$ cat config.mk
export PLATFORM = sky130hd
export DESIGN_NAME = cp_dialog_seq
export DESIGN_NICKNAME = d
export VERILOG_FILES = /design/src/rtl/cpd_pkg.sv /design/src/rtl/cpd_decode.sv /design/src/rtl/cpd_poll_ctr.sv /design/src/rtl/cp_dialog_seq.sv
export SDC_FILE = /design/constraint.sdc
export NUM_CORES = 1
export LEC_CHECK = 0
export BUFFER_PORTS_ARGS = -buffer_cell sky130_fd_sc_hd__buf_4
export CAP_MARGIN = 25
export CORE_MARGIN = 5
export CORE_UTILIZATION = 49
export CTS_CLUSTER_SIZE = 25
export DETAILED_ROUTE_END_ITERATION = 10
export PLACE_DENSITY = 0.8
export SETUP_SLACK_MARGIN = 0.05
export SLEW_MARGIN = 25
export SYNTH_ARGS = -nofsm -noshare
export SYNTH_HDL_FRONTEND = slang
export SYNTH_HIERARCHICAL = 1
export SYNTH_SLANG_ARGS = --single-unit
$ cat constraint.sdc
create_clock -name clk -period 2.2 [get_ports clk]
set_input_delay 0.22 -clock clk [delete_from_list [all_inputs] [get_ports clk]]
set_output_delay 0.22 -clock clk [all_outputs]
set_load 0.05 [all_outputs]
$ cat src/rtl/cpd_pkg.sv
package cpd_pkg;

    localparam int WORD_W   = 16;
    localparam int FUNC_W   = 5;
    localparam int N_SUP    = 6;

    localparam logic [FUNC_W-1:0] FN_NULL = 5'h08;

    localparam logic [FUNC_W-1:0] SUP_CODES [N_SUP] =
        '{5'h08, 5'h0C, 5'h0D, 5'h10, 5'h11, 5'h1C};

    typedef struct packed {
        logic              again;   // bit 15
        logic              pass_pc; // bit 14
        logic              dir;     // bit 13
        logic [FUNC_W-1:0] func;    // bits 12:8
        logic [7:0]        param;   // bits 7:0
    } prim_t;

    typedef enum logic [2:0] {
        ST_IDLE,
        ST_READ_RESP,
        ST_PASS_PC,
        ST_SERVICE,
        ST_WAIT_SVC_ACK,
        ST_DONE,
        ST_ERROR
    } state_t;

    typedef enum logic [1:0] {
        ERR_NONE  = 2'd0,
        ERR_UNSUP = 2'd1,
        ERR_POLL  = 2'd2
    } err_t;

    function automatic logic [13:0] svc_view(prim_t p);
        return {p.dir, p.func, p.param};
    endfunction

endpackage

$ cat src/rtl/cpd_decode.sv
module cpd_decode
    import cpd_pkg::*;
(
    input  prim_t word,
    output logic  is_null,
    output logic  is_valid
);

    logic [N_SUP-1:0] hit;

    generate
        for (genvar i = 0; i < N_SUP; i++) begin : g_match
            assign hit[i] = (word.func == SUP_CODES[i]);
        end
    endgenerate

    assign is_valid = |hit;
    assign is_null  = (word.func == FN_NULL);

endmodule

$ cat src/rtl/cpd_poll_ctr.sv
module cpd_poll_ctr #(
    parameter int PW = 8
) (
    input  logic          clk,
    input  logic          rst,
    input  logic          clr,
    input  logic          inc,
    input  logic [PW-1:0] max_polls,
    output logic          at_limit
);

    logic [PW-1:0] cnt;
    logic [PW-1:0] eff_max;

    assign eff_max  = (max_polls == '0) ? PW'(1) : max_polls;
    assign at_limit = (cnt >= eff_max);

    always_ff @(posedge clk) begin
        if (rst || clr) begin
            cnt <= '0;
        end else if (inc) begin
            cnt <= cnt + PW'(1);
        end
    end

    AST_CNT_BOUND: assert property (@(posedge clk) disable iff (rst)
        !clr |-> (cnt <= eff_max)) else $error("poll count beyond limit");

endmodule

$ cat src/rtl/cp_dialog_seq.sv
module cp_dialog_seq
    import cpd_pkg::*;
#(
    parameter int AW = 32,
    parameter int PW = 8
) (
    input  logic          clk,
    input  logic          rst,
    input  logic          start,
    input  logic [AW-1:0] op_addr,
    input  logic [PW-1:0] max_polls,
    input  logic          trace_en,
    output logic          bus_req,
    output logic          bus_we,
    output logic          bus_sel,
    output logic [AW-1:0] bus_wdata,
    input  logic [15:0]   bus_rdata,
    input  logic          bus_ready,
    output logic          svc_req,
    output logic [13:0]   svc_prim,
    input  logic          svc_ack,
    output logic          busy,
    output logic          done,
    output logic          trace_take,
    output logic          err,
    output logic [1:0]    err_code
);

    localparam logic SEL_RESP  = 1'b0;
    localparam logic SEL_IADDR = 1'b1;

    state_t        st;
    prim_t         prim_q;
    prim_t         rd_prim;
    logic [AW-1:0] pc_q;
    logic          null_q;
    err_t          err_q;

    logic          dec_null;
    logic          dec_valid;
    logic          at_limit;
    logic          reread;
    state_t        after_svc;

    assign rd_prim = prim_t'(bus_rdata);

    cpd_decode u_dec (
        .word     (rd_prim),
        .is_null  (dec_null),
        .is_valid (dec_valid)
    );

    cpd_poll_ctr #(.PW(PW)) u_poll (
        .clk       (clk),
        .rst       (rst),
        .clr       (st == ST_IDLE),
        .inc       (st == ST_READ_RESP && bus_ready),
        .max_polls (max_polls),
        .at_limit  (at_limit)
    );

    // Decide what follows a finished (or skipped) service.
    always_comb begin
        reread = prim_q.again || (trace_en && !null_q);
        if (!reread)       after_svc = ST_DONE;
        else if (at_limit) after_svc = ST_ERROR;
        else               after_svc = ST_READ_RESP;
    end

    always_ff @(posedge clk) begin
        if (rst) begin
            st     <= ST_IDLE;
            prim_q <= '0;
            pc_q   <= '0;
            null_q <= 1'b0;
            err_q  <= ERR_NONE;
        end else begin
            unique case (st)
                ST_IDLE: begin
                    if (start) begin
                        pc_q  <= op_addr;
                        err_q <= ERR_NONE;
                        st    <= ST_READ_RESP;
                    end
                end
                ST_READ_RESP: begin
                    if (bus_ready) begin
                        prim_q <= rd_prim;
                        null_q <= dec_null;
                        if (!dec_valid) begin
                            err_q <= ERR_UNSUP;
                            st    <= ST_ERROR;
                        end else if (rd_prim.pass_pc) begin
                            st <= ST_PASS_PC;
                        end else begin
                            st <= ST_SERVICE;
                        end
                    end
                end
                ST_PASS_PC: begin
                    if (bus_ready) st <= ST_SERVICE;
                end
                ST_SERVICE: begin
                    if (null_q) begin
                        st <= after_svc;
                        if (after_svc == ST_ERROR) err_q <= ERR_POLL;
                    end else begin
                        st <= ST_WAIT_SVC_ACK;
                    end
                end
                ST_WAIT_SVC_ACK: begin
                    if (svc_ack) begin
                        st <= after_svc;
                        if (after_svc == ST_ERROR) err_q <= ERR_POLL;
                    end
                end
                ST_DONE:  st <= ST_IDLE;
                ST_ERROR: st <= ST_IDLE;
                default:  st <= ST_IDLE;
            endcase
        end
    end

    assign bus_req    = (st == ST_READ_RESP) || (st == ST_PASS_PC);
    assign bus_we     = (st == ST_PASS_PC);
    assign bus_sel    = (st == ST_PASS_PC) ? SEL_IADDR : SEL_RESP;
    assign bus_wdata  = (st == ST_PASS_PC) ? pc_q : '0;
    assign svc_req    = (st == ST_WAIT_SVC_ACK);
    assign svc_prim   = svc_view(prim_q);
    assign busy       = (st != ST_IDLE);
    assign done       = (st == ST_DONE);
    assign trace_take = (st == ST_DONE) && trace_en;
    assign err        = (st == ST_ERROR);
    assign err_code   = err_q;

    AST_BUS_HOLD: assert property (@(posedge clk) disable iff (rst)
        (bus_req && !bus_ready) |=> (bus_req && $stable(bus_we) && $stable(bus_sel)))
        else $error("bus request dropped early");

    AST_IADDR_WRITE: assert property (@(posedge clk) disable iff (rst)
        (bus_req && bus_we) |-> (bus_sel == SEL_IADDR && !svc_req))
        else $error("write not aimed at address register");

    AST_SVC_HOLD: assert property (@(posedge clk) disable iff (rst)
        (svc_req && !svc_ack) |=> (svc_req && $stable(svc_prim)))
        else $error("service request dropped early");

    AST_UNSUP_CODE: assert property (@(posedge clk) disable iff (rst)
        (err && err_code == ERR_UNSUP) |-> $past(bus_req && !bus_we))
        else $error("unsupported error not right after a read");

    AST_TRACE_WITH_DONE: assert property (@(posedge clk) disable iff (rst)
        trace_take |-> done) else $error("trace report outside done");

    AST_NO_OVERLAP: assert property (@(posedge clk) disable iff (rst)
        !(bus_req && svc_req) && !(done && err))
        else $error("overlapping requests or outcomes");

    AST_DONE_PULSE: assert property (@(posedge clk) disable iff (rst)
        done |=> !done) else $error("done longer than one cycle");

endmodule

==> Implementation_results.wiki <==
{| class="wikitable"
! Metric !! Value
|-
| Clock tree from TritonCTS || yes
|-
| Gr ovfl total || 0
|-
| Area growth, synth to finish || 32.69%
|-
| GR Util All Layers || 18.77%
|-
| Dominant combinational cell family by area after synthesis || simple AND/OR/NAND/NOR gates
|-
| Number of global-route vias before repair || 2745
|-
| Data required, critical path || between 1500 and 2000 ps
|-
| Synthesis-stage register bit count || a little over 60
|-
| Cell-by-cell listing of the critical path || nor3b_2, buf_4, and2_1, buf_4
|-
| Distinct cells, synth || 49
|-
| # nets final || about 560
|-
| Layout cells sized above 1 || a little under a third
|-
| Fraction of the cycle the final worst path needs || 87.35%
|-
| Routability cong. || roughly 0.83
|-
| Starting density of the core || between 40 and 50%
|-
| Number of enable flip-flop cells after synthesis || 0
|-
| Measured slew at the worst slew-check pin || 591.0 ps
|-
| Largest buffer count on any clock path || 2
|-
| Maximum fanout count along the critical path || 34
|-
| Total negative setup slack || 0 ps
|-
| Fraction of met1 tracks used by global routing || 21.60%
|-
| Setup violators final || 0
|-
| Number of hold violations in the final report || 0
|-
| TritonCTS buffer count || 9
|-
| Global routing usage on met2 || 32.82%
|-
| Leakage dissipation || roughly 1.9 nW
|-
| Clock transition at the registers of the reported paths || about 70 ps
|-
| Hold wc startpoint || bus_rdata[13]
|-
| Routed wire per std cell || between 10 and 15 um
|-
| Delay contributed by the slowest stage of the critical path || 480 ps
|-
| Number of nets with antenna violations after routing || 0
|-
| Clock network latency to the later pin of the worst-skew pair || about 320 ps
|-
| Combined area of all synthesized cells || approximately 3100 um2
|-
| Peak supply drop || 0.5589 mV
|-
| Final Critical Period || around 1900 ps
|-
| Clock Skew || about 4.8 ps
|-
| Cell Int Power || between 2 and 2.5 mW
|-
| Highest clock frequency the design can meet || 0.5204 GHz
|-
| H-tree Lvls || 3
|-
| Mapped Nets || 467
|-
| Wire length of the first global-routing pass || between 10 and 15 mm
|-
| Async set or reset register ratio after synthesis || 0%
|-
| First-pass iteration count of the detailed router || 6
|-
| Number of sinks on the clock net || 61
|-
| Vertical die dimension || 89.50 um
|-
| Utilization after layout || ~66%
|-
| Kind of cell adding the most delay to the critical path || buffers and inverters
|-
| Number of buffer and inverter instances along the worst setup path || 2
|-
| Setup repair after global routing missed its margin || false
|-
| Total power consumption of the routed design || between 2 and 3 mW
|-
| Via Count || roughly 3000
|-
| Synth Area in Simple Gates || between 20 and 30%
|-
| Worst hold path endpoint || svc_prim[13]
|-
| Status || completed
|-
| Hold/Removal Path Class || in -> reg
|-
| First-iteration detailed-routing DRC count || roughly 120
|-
| Reg2reg setup slack || 300 ps
|-
| Grt peak-use layer || met2
|-
| Detailed-route DRC error count || 0
|-
| Cell count after synthesis || between 300 and 400
|-
| Clock tree root buffer cell || sky130_fd_sc_hd__clkbuf_8
|-
| Via density per instance || 5.105
|-
| Synth Area in Adders || around 3.6%
|-
| ANT cells || 0
|-
| Antenna violations before repair || 0
|-
| Worst Hold Path Cells || 3
|-
| Sw frac || 29.94%
|-
| Worst relative slew slack || between 60 and 70%
|-
| Register share of total power || approximately two fifths
|-
| Parity-gate share of the synthesized area counting xor and xnor cells || 1.414%
|-
| Half-perimeter wire length after placement || between 5 and 6 mm
|-
| Critical Setup Path Class || reg -> out
|-
| Net Sw Power || approximately 0.89 mW
|-
| Total routed wirelength || around 7.5 mm
|-
| Met3 capacity usage during global routing || between 5 and 6%
|-
| Nature of the critical path endpoint || output port
|-
| Dominant register cell in the synthesized netlist || sky130_fd_sc_hd__dfxtp_1
|-
| Die ar. || 8009 um2
|-
| Power density over the cells || 726.1 nW/um2
|-
| Combinational fraction of design power || 23.4%
|-
| Top-level port count || 118
|-
| Type of element launching the critical path || flip-flop
|-
| Critical register-to-register path startpoint || u_poll/cnt[0]
|-
| Cell depth of the worst flop-to-flop path || 9
|-
| Fraction of synthesized area in multiplexers || less than 1%
|-
| Number of placement rows || 29
|-
| Synth Area in Compound Gates || 16.44%
|-
| Slowest-stage cell, CP || sky130_fd_sc_hd__dfxtp_1
|-
| Portion of the post-synthesis area used by sequential elements || 39.43%
|-
| IO Port Bufs || roughly 120
|-
| Die W || between 80 and 90 um
|-
| Number of warnings reported in the yosys synthesis log || 6
|-
| Most common cell on crit path || sky130_fd_sc_hd__buf_4
|-
| Worst path arrival time || approximately 1700 ps
|-
| Maximum number of pins on one net before global-route repair || 56
|-
| Worst reg2reg endpoint || err_code[1]
|-
| Max-capacitance violation count || 0
|-
| Mean area per synthesized cell || 7.820 um2
|-
| Clk network pwr share || 35.3%
|-
| Area of the core || ~6200 um2
|-
| Count of final max-slew check failures || 0
|}
[cell type report]
type / instances / area [um2]
inverters: 14 / 52.55
clock inverters: 5 / 75.07
fillers: 557 / 2132
clock buffers: 11 / 131.4
repair buffers: 126 / 958.4
flip-flops and latches: 61 / 1224
multi-input cells: 280 / 1572
well taps: 77 / 96.34
[worst reg2reg max path, delay by kind of cell, from the launching register on]
family	cells	cell delay, ps
fa+ha+maj	1	260
compound gates	5	860
flops	1	420
simple gates	1	100
buf+inv	2	190
[cell families (layout without fill, tap and decap cells)]
kind of cell             after synthesis  in the layout
multiplexers                           1              1
AO/OA/AOI/OAI                         83             83
AND/OR/NAND/NOR                      182            182
flip-flops                            61             61
buffers and inverters                 55            156
XOR/XNOR                               5              5
adder cells (fa/ha/maj)                9              9
[flip-flops by register name, summed over array words and instances (netlist names)]
name,cells
st,3
null_q,1
svc_prim,14
prim_q,1
err_code,2
pc_q,32
u_poll/cnt,8
[per-layer routing]
layer  part of all wire (%)  up-vias
met2                     48       99
li1                       -     1495
met3                    9.7       11
met4                    1.1        0
met1                     41     1325
met5                      0        -
[worst max-delay path by stage]
stage	from	depth (start not counted)	endpoint	slack (ps)
floorplan	st[0]	4	bus_wdata[22]	160
global placement	max_polls[3]	11	st[0]	-50
detailed placement	max_polls[3]	11	st[0]	-80
CTS	u_poll/cnt[0]	9	err_code[1]	130
global route	u_poll/cnt[6]	8	st[0]	120
finish	st[1]	4	bus_wdata[31]	280
[cells in the mapped netlist, drive strengths merged (5+ instances only)]
master	number	area (um2)
clkbuf	10	37.54
ha	9	112.6
nor2	13	48.80
a21oi	55	275.3
nand3	5	25.02
nand2b	6	45.04
o21ai	5	25.02
nand2	100	375.4
inv	14	52.55
and2	33	206.5
nor3	5	36.29
dfxtp	61	1221
buf	31	219.0
a21o	6	45.04
[stage by stage]
stage               worst slack, ps  hold WS, ps  cells  cell area, um2
global placement             -50.12        436.7    557            3887
finish                        278.4        137.6    574            4109
global route                  124.0        128.9    574            4109
floorplan                     157.3        356.0    396            3097
CTS                           127.2        121.6    573            4094
detailed placement           -81.39        442.8    557            3887
[cell usage in the layout (no fill, tap or decap), drive strengths merged, types with 4 or more instances in the layout]
master	Yosys	layout
nor3	5	5
a21oi	55	55
buf	31	126
ha	9	9
dfxtp	61	61
and2	33	33
nand3	5	5
nand2b	6	6
o21ai	5	5
a21o	6	6
clkbuf	10	11
or3	4	4
inv	14	14
nand2	100	100
nand4	4	4
nor2	13	13
[power groups by stage]
stage / combinational [mW] / sequential, mW / clock, mW
4_1_cts: 0.700 / 1.23 / 1.08
5_1_grt: 0.762 / 1.24 / 1.13
2_1_floorplan: 0.517 / 1.24 / 0
6_report: 0.698 / 1.23 / 1.05
3_5_place_dp: 0.699 / 1.26 / 0
3_3_place_gp: 0.687 / 1.25 / 0
[timing repair]
action | CTS | global route
hold buffers | 0 | 0
buffers inserted | 0 | 1
resized for setup | 0 | 4
endpoints found under the setup margin | 0 | 4
No activity file was read; power rests on OpenSTA's default activity.
